### src/rtl/tod_pkg.sv
// Shared constants and types for the nanosecond time counter.
// Assumes a 32-bit register bus with byte offsets and a 64-bit time split in two words.
package tod_pkg;
    localparam int BUS_W  = 32;
    localparam int ADDR_W = 8;
    localparam int TIME_W = 64;
    localparam int ACC_W  = 32;
    localparam int STEP_W = 10;

    // Register offsets
    localparam logic [ADDR_W-1:0] OFS_CTRL    = 8'h00;
    localparam logic [ADDR_W-1:0] OFS_TIME_HI = 8'h18;
    localparam logic [ADDR_W-1:0] OFS_TIME_LO = 8'h1C;
    localparam logic [ADDR_W-1:0] OFS_ADDEND  = 8'h20;
    localparam logic [ADDR_W-1:0] OFS_PHASE   = 8'h24;

    // Control bit positions
    localparam int CB_SRC_LSB  = 0;
    localparam int CB_RUN      = 2;
    localparam int CB_BYPASS   = 3;
    localparam int CB_SRST     = 5;
    localparam int CB_STEP_LSB = 16;

    localparam logic [STEP_W-1:0] DEF_STEP   = 10'd10;
    localparam logic [ACC_W-1:0]  DEF_ADDEND = 32'h9999_99A4;

    typedef struct packed {
        logic [STEP_W-1:0] step;
        logic              bypass;
        logic              run;
        logic [1:0]        src;
    } tod_ctrl_t;

    localparam tod_ctrl_t CTRL_RST = '{step: DEF_STEP, bypass: 1'b0, run: 1'b0, src: 2'b00};
endpackage

### src/rtl/tod_regbus.sv
// Register decode for the time counter: control, addend, staged low word,
// captured high word and read multiplexer. Assumes single-cycle accesses;
// read data is combinational from registered state.
module tod_regbus
    import tod_pkg::*;
#(
    parameter int P_BUS_W  = BUS_W,
    parameter int P_ADDR_W = ADDR_W,
    parameter int P_TIME_W = TIME_W,
    parameter int P_ACC_W  = ACC_W
) (
    input  logic                clk,
    input  logic                rst_n,
    input  logic                bus_sel,
    input  logic                bus_wr,
    input  logic [P_ADDR_W-1:0] bus_addr,
    input  logic [P_BUS_W-1:0]  bus_wdata,
    output logic [P_BUS_W-1:0]  bus_rdata,
    input  logic [P_TIME_W-1:0] time_now,
    input  logic [P_ACC_W-1:0]  phase_now,
    output tod_ctrl_t           ctrl,
    output logic [P_ACC_W-1:0]  addend,
    output logic                phase_wr,
    output logic [P_ACC_W-1:0]  phase_wdata,
    output logic                load,
    output logic [P_TIME_W-1:0] load_value,
    output logic                soft_clr
);
    localparam int HALF = P_TIME_W / 2;

    logic            wr_ctrl, wr_lo, wr_hi, wr_add, rd_lo;
    logic [HALF-1:0] stage_lo;
    logic [HALF-1:0] snap_hi;
    tod_ctrl_t       ctrl_new;

    // Access strobes
    always_comb begin
        wr_ctrl = bus_sel && bus_wr && (bus_addr == OFS_CTRL);
        wr_lo   = bus_sel && bus_wr && (bus_addr == OFS_TIME_LO);
        wr_hi   = bus_sel && bus_wr && (bus_addr == OFS_TIME_HI);
        wr_add  = bus_sel && bus_wr && (bus_addr == OFS_ADDEND);
        rd_lo   = bus_sel && !bus_wr && (bus_addr == OFS_TIME_LO);
    end

    // Control field unpacking from write data
    always_comb begin
        ctrl_new.step   = bus_wdata[CB_STEP_LSB +: STEP_W];
        ctrl_new.bypass = bus_wdata[CB_BYPASS];
        ctrl_new.run    = bus_wdata[CB_RUN];
        ctrl_new.src    = bus_wdata[CB_SRC_LSB +: 2];
    end

    assign soft_clr    = wr_ctrl && bus_wdata[CB_SRST];
    assign phase_wr    = bus_sel && bus_wr && (bus_addr == OFS_PHASE) && !soft_clr;
    assign phase_wdata = bus_wdata[P_ACC_W-1:0];
    assign load        = wr_hi;
    assign load_value  = {bus_wdata[HALF-1:0], stage_lo};

    // Control register
    always_ff @(posedge clk) begin
        if (!rst_n || soft_clr) ctrl <= CTRL_RST;
        else if (wr_ctrl)       ctrl <= ctrl_new;
    end

    // Addend register
    always_ff @(posedge clk) begin
        if (!rst_n || soft_clr) addend <= DEF_ADDEND;
        else if (wr_add)        addend <= bus_wdata[P_ACC_W-1:0];
    end

    // Staged low word for the atomic 64-bit load
    always_ff @(posedge clk) begin
        if (!rst_n || soft_clr) stage_lo <= '0;
        else if (wr_lo)         stage_lo <= bus_wdata[HALF-1:0];
    end

    // High-word capture on each low-word read
    always_ff @(posedge clk) begin
        if (!rst_n || soft_clr) snap_hi <= '0;
        else if (rd_lo)         snap_hi <= time_now[P_TIME_W-1:HALF];
    end

    // Read multiplexer
    always_comb begin
        bus_rdata = '0;
        if (bus_sel && !bus_wr) begin
            case (bus_addr)
                OFS_CTRL: begin
                    bus_rdata[CB_STEP_LSB +: STEP_W] = ctrl.step;
                    bus_rdata[CB_BYPASS]             = ctrl.bypass;
                    bus_rdata[CB_RUN]                = ctrl.run;
                    bus_rdata[CB_SRC_LSB +: 2]       = ctrl.src;
                end
                OFS_TIME_LO: bus_rdata[HALF-1:0]    = time_now[HALF-1:0];
                OFS_TIME_HI: bus_rdata[HALF-1:0]    = snap_hi;
                OFS_ADDEND:  bus_rdata[P_ACC_W-1:0] = addend;
                OFS_PHASE:   bus_rdata[P_ACC_W-1:0] = phase_now;
                default:     bus_rdata = '0;
            endcase
        end
    end


    srst_ctrl_chk: assert property (@(posedge clk) disable iff (!rst_n)
        soft_clr |=> (ctrl == CTRL_RST && addend == DEF_ADDEND));


    snap_hold_chk: assert property (@(posedge clk) disable iff (!rst_n)
        (!rd_lo && !soft_clr) |=> $stable(snap_hi));
endmodule

### src/rtl/tod_accum.sv
// Fractional phase accumulator: adds the addend every running cycle and
// reports the carry out. Assumes bypass freezes the phase.
module tod_accum #(
    parameter int P_ACC_W = tod_pkg::ACC_W
) (
    input  logic               clk,
    input  logic               rst_n,
    input  logic               clr,
    input  logic               run,
    input  logic               bypass,
    input  logic [P_ACC_W-1:0] addend,
    input  logic               phase_wr,
    input  logic [P_ACC_W-1:0] phase_wdata,
    output logic [P_ACC_W-1:0] phase,
    output logic               carry
);
    logic [P_ACC_W:0] sum;
    logic             active;

    // Wide sum and carry detect
    always_comb begin
        active = run && !bypass;
        sum    = {1'b0, phase} + {1'b0, addend};
        carry  = active && sum[P_ACC_W];
    end

    // Phase register update
    always_ff @(posedge clk) begin
        if (!rst_n || clr) phase <= '0;
        else if (phase_wr) phase <= phase_wdata;
        else if (active)   phase <= sum[P_ACC_W-1:0];
    end


    phase_step_chk: assert property (@(posedge clk) disable iff (!rst_n)
        (run && !bypass && !phase_wr && !clr) |=>
            phase == P_ACC_W'($past(phase) + $past(addend)));


    phase_idle_chk: assert property (@(posedge clk) disable iff (!rst_n)
        (!run && !phase_wr && !clr) |=> $stable(phase));


    phase_byp_chk: assert property (@(posedge clk) disable iff (!rst_n)
        (bypass && !phase_wr && !clr) |=> $stable(phase));
endmodule

### src/rtl/tod_counter.sv
// 64-bit nanosecond time register: loads atomically, otherwise advances by
// the step on an accumulator carry or on every cycle in bypass.
module tod_counter #(
    parameter int P_TIME_W = tod_pkg::TIME_W,
    parameter int P_STEP_W = tod_pkg::STEP_W
) (
    input  logic                clk,
    input  logic                rst_n,
    input  logic                clr,
    input  logic                run,
    input  logic                bypass,
    input  logic                carry,
    input  logic [P_STEP_W-1:0] step,
    input  logic                load,
    input  logic [P_TIME_W-1:0] load_value,
    output logic [P_TIME_W-1:0] count
);
    logic                advance;
    logic [P_TIME_W-1:0] step_ext;

    // Advance decision and step widening
    always_comb begin
        advance  = run && (bypass || carry);
        step_ext = {{(P_TIME_W-P_STEP_W){1'b0}}, step};
    end

    // Time register update; load wins over advance
    always_ff @(posedge clk) begin
        if (!rst_n || clr) count <= '0;
        else if (load)     count <= load_value;
        else if (advance)  count <= count + step_ext;
    end


    load_val_chk: assert property (@(posedge clk) disable iff (!rst_n)
        (load && !clr) |=> count == $past(load_value));


    count_idle_chk: assert property (@(posedge clk) disable iff (!rst_n)
        (!run && !load && !clr) |=> $stable(count));


    count_byp_chk: assert property (@(posedge clk) disable iff (!rst_n)
        (run && bypass && !load && !clr) |=>
            count == $past(count) + P_TIME_W'($past(step)));
endmodule

### src/rtl/tod_clock.sv
// Top of the drift-compensated nanosecond time counter. Ties the register
// decode to the phase accumulator and the time register. Assumes clk is the
// already selected reference clock.
module tod_clock
    import tod_pkg::*;
(
    input  logic              clk,
    input  logic              rst_n,
    input  logic              bus_sel,
    input  logic              bus_wr,
    input  logic [ADDR_W-1:0] bus_addr,
    input  logic [BUS_W-1:0]  bus_wdata,
    output logic [BUS_W-1:0]  bus_rdata
);
    tod_ctrl_t         ctrl;
    logic [ACC_W-1:0]  addend, phase, phase_wdata;
    logic              phase_wr, load, soft_clr, carry;
    logic [TIME_W-1:0] load_value, count;

    tod_regbus #(.P_BUS_W(BUS_W), .P_ADDR_W(ADDR_W), .P_TIME_W(TIME_W), .P_ACC_W(ACC_W)) u_regs (
        .clk(clk), .rst_n(rst_n),
        .bus_sel(bus_sel), .bus_wr(bus_wr), .bus_addr(bus_addr),
        .bus_wdata(bus_wdata), .bus_rdata(bus_rdata),
        .time_now(count), .phase_now(phase),
        .ctrl(ctrl), .addend(addend),
        .phase_wr(phase_wr), .phase_wdata(phase_wdata),
        .load(load), .load_value(load_value), .soft_clr(soft_clr)
    );

    tod_accum #(.P_ACC_W(ACC_W)) u_acc (
        .clk(clk), .rst_n(rst_n), .clr(soft_clr),
        .run(ctrl.run), .bypass(ctrl.bypass), .addend(addend),
        .phase_wr(phase_wr), .phase_wdata(phase_wdata),
        .phase(phase), .carry(carry)
    );

    tod_counter #(.P_TIME_W(TIME_W), .P_STEP_W(STEP_W)) u_cnt (
        .clk(clk), .rst_n(rst_n), .clr(soft_clr),
        .run(ctrl.run), .bypass(ctrl.bypass), .carry(carry),
        .step(ctrl.step), .load(load), .load_value(load_value),
        .count(count)
    );


    carry_gate_chk: assert property (@(posedge clk) disable iff (!rst_n)
        carry |-> (ctrl.run && !ctrl.bypass));
endmodule

### config.mk
export PLATFORM = sky130hd
export DESIGN_NAME = tod_clock
export DESIGN_NICKNAME = d
export VERILOG_FILES = /design/src/rtl/tod_pkg.sv /design/src/rtl/tod_regbus.sv /design/src/rtl/tod_accum.sv /design/src/rtl/tod_counter.sv /design/src/rtl/tod_clock.sv
export SDC_FILE = /design/constraint.sdc
export NUM_CORES = 1
export LEC_CHECK = 0
export BUFFER_PORTS_ARGS = -buffer_cell sky130_fd_sc_hd__buf_2
export CORE_MARGIN = 1.5
export CORE_UTILIZATION = 50
export DETAILED_ROUTE_END_ITERATION = 10
export GPL_TIMING_DRIVEN = 0
export PLACE_DENSITY = 0.67
export SETUP_SLACK_MARGIN = 0.05
export SLEW_MARGIN = 5
export SYNTH_ARGS = -nofsm -noshare
export SYNTH_HDL_FRONTEND = slang
export SYNTH_HIERARCHICAL = 1
export SYNTH_SLANG_ARGS = --single-unit
### constraint.sdc
create_clock -name clk -period 5.3 [get_ports clk]
set_input_delay 0.53 -clock clk [delete_from_list [all_inputs] [get_ports clk]]
set_output_delay 0.53 -clock clk [all_outputs]
set_load 0.005 [all_outputs]
==> out/metrics.csv, run 1 <==
stage,metric,value,unit
cells_and_area,drive_gt1_share,19.5,%
cells_and_area,nNetsFinal,1830,
clocking,clock_latency,0.52,ns
clocking,cts_tree,built,
power_and_ir_drop,power_frac_seq,45.5,%
drt,via_per_inst,6.06,
power_and_ir_drop,p_leak,0.00558,uW
global_routing,use_met1,44.6,%
placement,gp_congestion,0.956,
drt,drt_wl_total,46700,um
yosys,synthCells,1640,
critical_path,cp-end-kind,register,
floorplanning,die-height,165,um
global_routing,grt-ovfl-total,0,
global_routing,busiest_layer,met2,
timing,max_freq,201,MHz
global_routing,grt_pass1_vias,11700,
power_and_ir_drop,power.switching,814,uW
drt,wire_per_inst,22.3,um
global_routing,grtUsageMet2,55.9,%
timing,final-setup-viol-count,0,
critical_path,r2r-start,u_regs/addend[0],
timing,grt_setup_unrepaired,false,
power_and_ir_drop,clockPowerShare,48.6,%
power_and_ir_drop,p_comb_share,5.9,%
drt,dr_total_vias,12700,
critical_path,worst_r2r_path_depth,15,
floorplanning,fp.dieArea,0.0273,mm^2
cells_and_area,antenna_cells,0,
clocking,htreeDepth,1,
clocking,cts_setup_buffers,0,
cells_and_area,area_growth,12.0,%
yosys,synth_edf_count,0,
clocking,clkSinkCount,206,
critical_path,r2r_end,u_cnt/count[58],
placement,dp_hpwl,36200,um
global_routing,grt_usage,34.1,%
power_and_ir_drop,peakVddDrop,271,uV
floorplanning,die_w,165,um
drt,ant_nets,0,
floorplanning,row_count,59,
floorplanning,initial_core_util,50.8,%
placement,place_ws,-0.0342,ns
critical_path,crit_path_max_fanout,10,
drt,drc_errors,0,
drt,drtIter0Drc,1338,
critical_path,endpoint,u_cnt/count[58],
yosys,synth.avg_cell_area,8.02,um^2
critical_path,cp-startpoint,u_regs/addend[0],
worst_hold_path,hold_path_class,primary input to register,
timing,finalCriticalPeriod,4.97,ns
clocking,path_clk_slew,0.06,ns
timing,setup_ws,0.331,ns
power_and_ir_drop,swShare,23.9,%
yosys,synth.largest_area_cell,dfxtp_1,
critical_path,required,5.68,ns
yosys,ys_seq_elements,206,
drt,first_pass_iters,5,
clocking,hold_buffers,0,
timing,slew-limit-headroom,26.0,%
yosys,async_reset_ff_share,0,%
global_routing,antenna_found_initial,0,
yosys,ys_seq_area_share,31.3,%
global_routing,grt_use_met3,4.27,%
power_and_ir_drop,intPower,2590,uW
yosys,netlist_area,0.0132,mm^2
floorplanning,coreArea,0.0259,mm^2
global_routing,grt_max_degree,13,
timing,hold_viol_final,0,
yosys,yosys_warnings,6,
clocking,cts_buffer_depth,3,
critical_path,arrival,5.35,ns
timing,drv_slew,0,
yosys,synthDistinctLibCells,85,
critical_path,r2r_slack,0.33,ns
floorplanning,boundaryPins,76,
yosys,synth.net_count,1728,
timing,layout_worst_path_cycle_share,93.8,%
timing,skew,0.00911,ns
global_routing,grt_pass1_wl,70000,um
clocking,clock-root-buffer,clkbuf_16,
critical_path,criticalPathCategory,register to register,
flow_run,maxCapViolations,0,
timing,tightestPinTransition,1.10,ns
power_and_ir_drop,cellPowerDensity,231,mW/mm^2
outcome,status,"finished, final reports clean",
yosys,yosys-top-cells-area,"dfxtp_1 (31%), a21oi_1 (6.0%), nand2_1 (5.6%)",
cells_and_area,finish.utilization,56.9,%
yosys,synth_flop_cell,dfxtp_1,
placement,portBuffers,75,
clocking,cts_made_buffers,25,
yosys,yosysTopAreaCellShare,31.3,%
critical_path,start_kind,register,
## synthesized netlist by cell type, drive strengths merged (13+ instances only)
cell type / instances
a211oi: 17
a21o: 20
a21oi: 189
a22oi: 32
a31oi: 14
buf: 102
clkbuf: 74
dfxtp: 206
ha: 42
inv: 23
mux2: 52
mux2i: 66
nand2: 228
nand3: 48
nand4: 26
nor2: 135
nor3: 27
nor4: 21
o21ai: 109
o2bb2ai: 13
xnor2: 62
## worst min-delay path by stage
stage / end / start / depth (start not counted)
final: u_regs/addend[28] / bus_wdata[28] / 3
after floorplan: u_regs/stage_lo[31] / u_regs/stage_lo[31] / 2
after detailed placement: u_regs/stage_lo[19] / u_regs/stage_lo[19] / 2
after global routing: u_regs/addend[26] / bus_wdata[26] / 3
after CTS: u_regs/addend[29] / bus_wdata[29] / 3
after global placement: u_regs/stage_lo[30] / u_regs/stage_lo[30] / 2
## critical path, cell delays in order, from the launching register on
cell	delay (ns)
dfxtp_1	0.33
ha_1	0.23
fa_1	0.43
a211o_1	0.35
a311o_1	0.43
nand4_1	0.17
a21bo_2	0.20
a2bb2oi_1	0.46
a221oi_4	0.20
o211ai_1	0.55
a21oi_1	0.14
o2111ai_1	0.25
clkbuf_1	0.64
nor3_1	0.14
xnor2_1	0.20
a21oi_1	0.09
## power groups by stage
| stage | Sequential (uW) | Combinational [uW] | Clock [uW] |
|---|---|---|---|
| 2_1_floorplan | 1580 | 109 | 0 |
| 3_5_place_dp | 1590 | 194 | 0 |
| 3_3_place_gp | 1590 | 192 | 0 |
| 6_report | 1550 | 200 | 1660 |
| 4_1_cts | 1550 | 195 | 1670 |
| 5_1_grt | 1550 | 208 | 1730 |
## registers in the layout (all words and copies together) (netlist names)
| signal | flops |
|---|---|
| u_cnt/count | 64 |
| u_acc/phase | 32 |
| u_regs/addend | 32 |
| u_regs/snap_hi | 32 |
| u_regs/stage_lo | 32 |
| u_regs/ctrl | 14 |
## kinds of logic after synthesis
kind of cell             after synthesis  synth area share [%]
buffers and inverters                200                  8.47
AO/OA/AOI/OAI                        462                  22.2
flip-flops                           206                  31.3
AND/OR/NAND/NOR                      536                  19.3
XOR/XNOR                              74                  4.92
multiplexers                         118                  9.47
adder cells (fa/ha/maj)               44                  4.30
## metrics by stage
step | hold slack, ns | setup TNS, ns | power (uW) | cells | area (um^2)
finish | 0.318 | 0 | 3410 | 2093 | 14700
global route | 0.315 | 0 | 3490 | 2093 | 14700
CTS | 0.303 | 0 | 3420 | 2093 | 14700
detailed placement | 0.440 | -0.0437 | 1780 | 2050 | 14000
global placement | 0.437 | 0 | 1780 | 2050 | 14000
floorplan | 0.428 | 0 | 1690 | 1640 | 13200
## cells in the final DEF, fill, tap and decap left out, types with 5 or more instances in the layout
cell type  count
o211ai_1       7
mux2i_1       66
nor3_1        27
buf_6          6
inv_1         23
and3_1        11
ha_1          42
or3_1          9
o2bb2ai_1     13
clkbuf_1      77
a22oi_1       32
a21oi_2       30
mux2_2        52
a31oi_1       14
nand2_2       30
o21bai_1       5
nand3_1       46
nand4_1       25
xnor2_1       62
nand2_1      198
a21oi_1      159
nor4_1        18
o21ai_0      108
buf_1          9
clkbuf_16     25
nor2_1       135
clkinv_2       9
buf_4         65
o31ai_1        5
o22ai_1        5
o21a_1         8
dfxtp_1      206
a211oi_1      16
buf_2         94
and2_1         5
xor2_1        12
a21o_1        19
## what timing repair did
item / in CTS / in global routing
gates resized for setup: 1 / 1
setup endpoints to repair: 2 / 1
pin swaps: 0 / 0
gates cloned: 0 / 0
## layer usage
| metal | vias to the layer above | routed length (um) | part of all wire [%] |
|---|---|---|---|
| li1 | 5984 | - | - |
| met1 | 6075 | 19800 | 42 |
| met2 | 508 | 21400 | 46 |
| met3 | 110 | 3340 | 7.1 |
| met4 | 0 | 2150 | 4.6 |
| met5 | - | 0 | 0 |
## area by class of cell
class                           count  area (um^2)
Fill cell                        2469        11200
Clock inverter                     12          113
Sequential cell                   206         4120
Inverter                           24         90.1
Tap cell                          335          419
Multi-Input combinational cell   1234         7940
Clock buffer                       31          658
Buffer                            176         1020
Timing Repair Buffer               75          375
(Power assumes the default switching activity.)
==> run 2: changes to the inputs <==
- CORE_UTILIZATION: 50 -> 40
- PLACE_DENSITY: 0.67 -> not set
==> run 2 against run 1 <==
  * Sequential share of layout area fell by 0.49 points
  * Register-to-register slack lost 0.05 ns
  * Total power rose by 7.6%
  * Sequential power is essentially flat
  * Die area rose by 25%
  * Cell count rose by 5.2%
  * Largest cell class unchanged
==> out/metrics.csv, run 2 (same netlist as run 1, synthesis figures left out) <==
stage,metric,value,unit
power_and_ir_drop,p_leak,0.00562,uW
floorplanning,die_w,184,um
timing,grt_setup_unrepaired,true,
global_routing,grt_pass1_wl,73000,um
drt,first_pass_iters,5,
global_routing,grt_usage,28.4,%
cells_and_area,regMostFlops,u_cnt/count,
clocking,clock-root-buffer,clkbuf_16,
drt,via_per_inst,5.70,
timing,drv_slew,0,
drt,wire_per_inst,22.1,um
floorplanning,die-height,184,um
worst_hold_path,hold_path_class,primary input to register,
cells_and_area,area_growth,14.0,%
drt,drtIter0Drc,1227,
clocking,hold_buffers,0,
power_and_ir_drop,peakVddDrop,225,uV
clocking,path_clk_slew,0.06,ns
timing,finalCriticalPeriod,5.02,ns
timing,skew,0.0130,ns
critical_path,criticalPathCategory,register to register,
drt,drt_wl_total,48700,um
critical_path,arrival,5.47,ns
floorplanning,boundaryPins,76,
timing,hold_viol_final,0,
placement,portBuffers,75,
power_and_ir_drop,cellPowerDensity,244,mW/mm^2
timing,final-setup-viol-count,0,
drt,dr_total_vias,12500,
critical_path,crit_path_max_fanout,10,
timing,slew-limit-headroom,24.7,%
clocking,clock_latency,0.53,ns
flow_run,maxCapViolations,0,
placement,gp_congestion,0.940,
floorplanning,coreArea,0.0325,mm^2
global_routing,grt_pass1_vias,11700,
drt,drc_errors,0,
drt,ant_nets,0,
placement,dp_hpwl,37700,um
timing,max_freq,199,MHz
cells_and_area,drive_gt1_share,19.7,%
clocking,clkSinkCount,206,
floorplanning,row_count,66,
critical_path,required,5.74,ns
global_routing,antenna_found_initial,0,
timing,tightestPinTransition,1.12,ns
clocking,cts_buffer_depth,3,
clocking,htreeDepth,1,
cells_and_area,antenna_cells,0,
critical_path,cp-end-kind,register,
clocking,cts_made_buffers,25,
floorplanning,fp.dieArea,0.0340,mm^2
clocking,cts_tree,built,
cells_and_area,multi_input_area,0.00793,mm^2
timing,layout_worst_path_cycle_share,94.7,%
global_routing,grt_max_degree,13,
cells_and_area,final_common_cell,dfxtp_1,
cells_and_area,seq_area,0.00412,mm^2
outcome,status,"finished, final reports clean",
cells_and_area,stdcell_area,0.0150,mm^2
global_routing,grt-ovfl-total,0,
cells_and_area,final_cell_mix,"dfxtp_1 (206), nand2_1 (198), a21oi_1 (159), nor2_1 (135), o21ai_0 (108)",
cells_and_area,nNetsFinal,1830,
floorplanning,initial_core_util,40.6,%
cells_and_area,filler_cell_count,3261,
placement,place_area,0.0141,mm^2
critical_path,start_kind,register,
timing,fin_setup_tns,0,ns
cells_and_area,largest_reg_flops,64,
[run 2: cell types whose count changed in the layout (fill, tap and decap cells not counted)]
cell,delta
a221oi_2,+1
a221oi_4,-1
bufinv_16,+3
clkbuf_1,-4
clkbuf_8,+6
clkinv_2,-5
clkinv_4,+1
[run 2: final timing paths]
| path | from | cells after the start | slack, ns | to |
|---|---|---|---|---|
| setup / recovery | u_regs/addend[0] | 15 | 0.28 | u_cnt/count[55] |
| hold / removal | bus_wdata[30] | 3 | 0.31 | u_regs/addend[30] |
| setup reg to reg | u_regs/addend[0] | 15 | 0.28 | u_cnt/count[55] |
| hold reg to reg | u_regs/stage_lo[13] | 2 | 0.45 | u_regs/stage_lo[13] |
[run 2: cell type report]
| class | instances | share of cell area [%] |
|---|---|---|
| Multi-Input combinational cell | 1234 | 52.8 |
| Sequential cell | 206 | 27.5 |
| Buffer | 176 | 6.83 |
| Clock buffer | 33 | 4.84 |
| Tap cell | 442 | 3.69 |
| Timing Repair Buffer | 75 | 2.50 |
| Clock inverter | 11 | 1.24 |
| Inverter | 24 | 0.600 |
[run 2: repair_timing]
item,in CTS,in global routing
gates resized for setup,1,0
buffers inserted,0,0
setup endpoints to repair,2,1
[run 2: report_power, final]
group,leakage (uW),total (uW),internal [uW],switching (uW)
Clock,0.000450,1910,1200,715
Combinational,0.00352,203,72.2,130
Sequential,0.00166,1550,1550,1.65
Total,0.00562,3670,2820,847
[run 2: stage by stage]
stage,total power [uW],hold slack [ns],worst slack [ns],cells,utilization [%]
floorplan,1690,0.428,1.33,1640,-
global placement,1780,0.438,0.0826,2157,43.4
detailed placement,1780,0.442,0.0113,2157,43.4
CTS,3690,0.294,0.359,2201,46.2
global route,3760,0.307,0.0304,2201,46.2
finish,3670,0.309,0.279,2201,46.2
[run 2: critical path, cell delays in order (launching register included)]
cell and delay, ns:
dfxtp_1 0.38, ha_1 0.20, fa_1 0.26, a211o_1 0.18
a311o_1 0.29, nand4_1 0.16, a21bo_2 0.26, a2bb2oi_1 0.21
a221oi_2 0.63, o211ai_1 0.39, a2111oi_4 0.41, o31ai_2 0.28
a2111o_1 0.48, buf_6 0.16, or4b_1 0.46, a31oi_1 0.16
[run 2: metal layers]
metal	vias to the layer above	track usage, %	share of wire, %
met5	-	0	0
met4	0	9.51	3.5
met3	89	2.41	6.1
met2	464	47.8	47
met1	6006	38.1	43
li1	5988	-	-
==> run 3: changes to the inputs <==
- BUFFER_PORTS_ARGS: -buffer_cell sky130_fd_sc_hd__buf_2 -> -buffer_cell sky130_fd_sc_hd__buf_4
==> run 3 against run 2 <==
  * Maximum frequency fell by 1.0%
  * Sequential power about the same
  * Register-to-register slack worse by 0.05 ns
  * Cell area grew 1.1%
  * Clock power fell by 4%
  * Combinational power increased by 4%
  * Utilization is 0.49 points higher
==> out/metrics.csv, run 3 (same netlist as run 1, synthesis figures left out) <==
stage,metric,value,unit
outcome,status,"finished, final reports clean",
clocking,cts_made_buffers,25,
critical_path,r2r-start,u_regs/addend[0],
global_routing,grt_usage,28.3,%
critical_path,r2r_slack,0.23,ns
timing,drv_slew,0,
cells_and_area,largest_reg_flops,64,
critical_path,required,5.69,ns
timing,layout_worst_path_cycle_share,95.7,%
power_and_ir_drop,peakVddDrop,243,uV
worst_hold_path,min_from,bus_wdata[28],
global_routing,antenna_found_initial,0,
clocking,cts_tree,built,
clocking,htreeDepth,1,
critical_path,r2r_end,u_cnt/count[46],
cells_and_area,drive_gt1_share,19.6,%
floorplanning,initial_core_util,40.6,%
timing,skew,0.0138,ns
drt,ant_nets,0,
clocking,cts_buffer_depth,3,
floorplanning,fp.dieArea,0.0340,mm^2
clocking,clock-root-buffer,clkbuf_16,
power_and_ir_drop,cellPowerDensity,237,mW/mm^2
timing,max_freq,197,MHz
critical_path,arrival,5.46,ns
drt,via_per_inst,5.69,
timing,hold_ws,0.275,ns
clocking,hold_buffers,0,
timing,final-setup-viol-count,0,
placement,portBuffers,75,
worst_hold_path,hold_depth,3,
cells_and_area,final_common_cell,dfxtp_1,
drt,wire_per_inst,22.0,um
floorplanning,die-height,184,um
critical_path,cp-end-kind,register,
worst_hold_path,hold_path_class,primary input to register,
critical_path,criticalPathCategory,register to register,
timing,slew-limit-headroom,22.1,%
timing,tightestPinTransition,1.16,ns
timing,finalCriticalPeriod,5.07,ns
placement,dp_hpwl,37800,um
global_routing,grt-ovfl-total,0,
drt,drc_errors,0,
cells_and_area,nNetsFinal,1830,
worst_hold_path,min_to,u_regs/addend[28],
clocking,clkSinkCount,206,
cells_and_area,filler_cell_count,3268,
cells_and_area,area_growth,15.2,%
cells_and_area,finish.utilization,46.7,%
cells_and_area,final_cell_mix,"dfxtp_1 (206), nand2_1 (198), a21oi_1 (159), buf_4 (140), nor2_1 (135)",
drt,dr_total_vias,12500,
cells_and_area,antenna_cells,0,
timing,fin_setup_tns,0,ns
placement,placedCellCount,2157,
critical_path,max_stage_delay,0.63,ns
floorplanning,die_w,184,um
critical_path,start_kind,register,
clocking,cts_setup_buffers,0,
critical_path,crit_chain,"ha_1, fa_1, a211o_1, a311o_1, nand4_1, a21bo_2, a2bb2oi_1, a221oi_4, o211ai_1, a21oi_1, o2111ai_1, clkbuf_1, nor3_1, xnor2_1, a21oi_1",
placement,gp_congestion,0.960,
clocking,clock_latency,0.54,ns
clocking,post_cts_resized,1,
timing,hold_viol_final,0,
drt,drtIter0Drc,1122,
critical_path,crit_path_max_fanout,10,
clocking,path_clk_slew,0.06,ns
power_and_ir_drop,p_total,3600,uW
cells_and_area,final_cells,2203,
critical_path,crit_top_cell,a21oi_1,
drt,first_pass_iters,6,
floorplanning,coreArea,0.0325,mm^2
global_routing,grt_pass1_vias,12100,
drt,drt_wl_total,48500,um
global_routing,grt_max_degree,14,
floorplanning,boundaryPins,76,
flow_run,maxCapViolations,0,
critical_path,slowest_stage,clkbuf_1,
global_routing,grt_pass1_wl,72700,um
critical_path,worst_r2r_path_depth,15,
timing,grt_setup_unrepaired,false,
power_and_ir_drop,p_leak,0.00564,uW
floorplanning,row_count,66,
cells_and_area,regMostFlops,u_cnt/count,
run 3: worst max path at each step:
stage / startpoint / endpoint / slack, ns
after global routing: u_regs/addend[0] / u_cnt/count[46] / 0.05
after floorplan: u_regs/addend[13] / u_cnt/count[51] / 1.33
after CTS: u_acc/phase[0] / u_cnt/count[51] / 0.29
after global placement: u_acc/phase[7] / u_cnt/count[55] / -0.05
final: u_regs/addend[0] / u_cnt/count[46] / 0.23
after detailed placement: u_acc/phase[0] / u_cnt/count[51] / -0.07
run 3: power by group:
group          total (uW)  internal [uW]  switching (uW)  leakage (uW)
Sequential           1550           1550            1.64       0.00166
Clock                1840           1120             720      0.000420
Combinational         211           81.9             129       0.00357
run 3: final cells by class:
class	instances	area, um^2	area share, %
Sequential cell	206	4120	27.2
Clock inverter	12	171	1.13
Buffer	176	1020	6.76
Clock buffer	34	699	4.61
Timing Repair Buffer	75	563	3.71
Tap cell	442	553	3.65
Multi-Input combinational cell	1234	7940	52.4
Inverter	24	90.1	0.594
run 3: critical path: cells and delay by family (launching register included):
family | cells | cell delay, ns
buf+inv | 1 | 0.63
fa+ha+maj | 2 | 0.67
xor+xnor | 1 | 0.18
flops | 1 | 0.33
compound gates | 9 | 2.80
simple gates | 2 | 0.28
run 3: layer usage:
metal / wire length, um / part of all wire (%) / vias to the layer above / global-route usage, %
li1: - / - / 5994 / -
met1: 20900 / 43 / 5962 / 37.0
met5: 0 / 0 / - / 0
met2: 22300 / 46 / 467 / 46.9
met4: 2250 / 4.6 / 0 / 12.5
met3: 3100 / 6.4 / 122 / 3.24
run 3: metrics by stage:
stage	setup slack, ns	area [um^2]
finish	0.228	15200
global route	0.0542	15200
CTS	0.290	15200
detailed placement	-0.0744	14300
global placement	-0.0485	14300
floorplan	1.33	13200
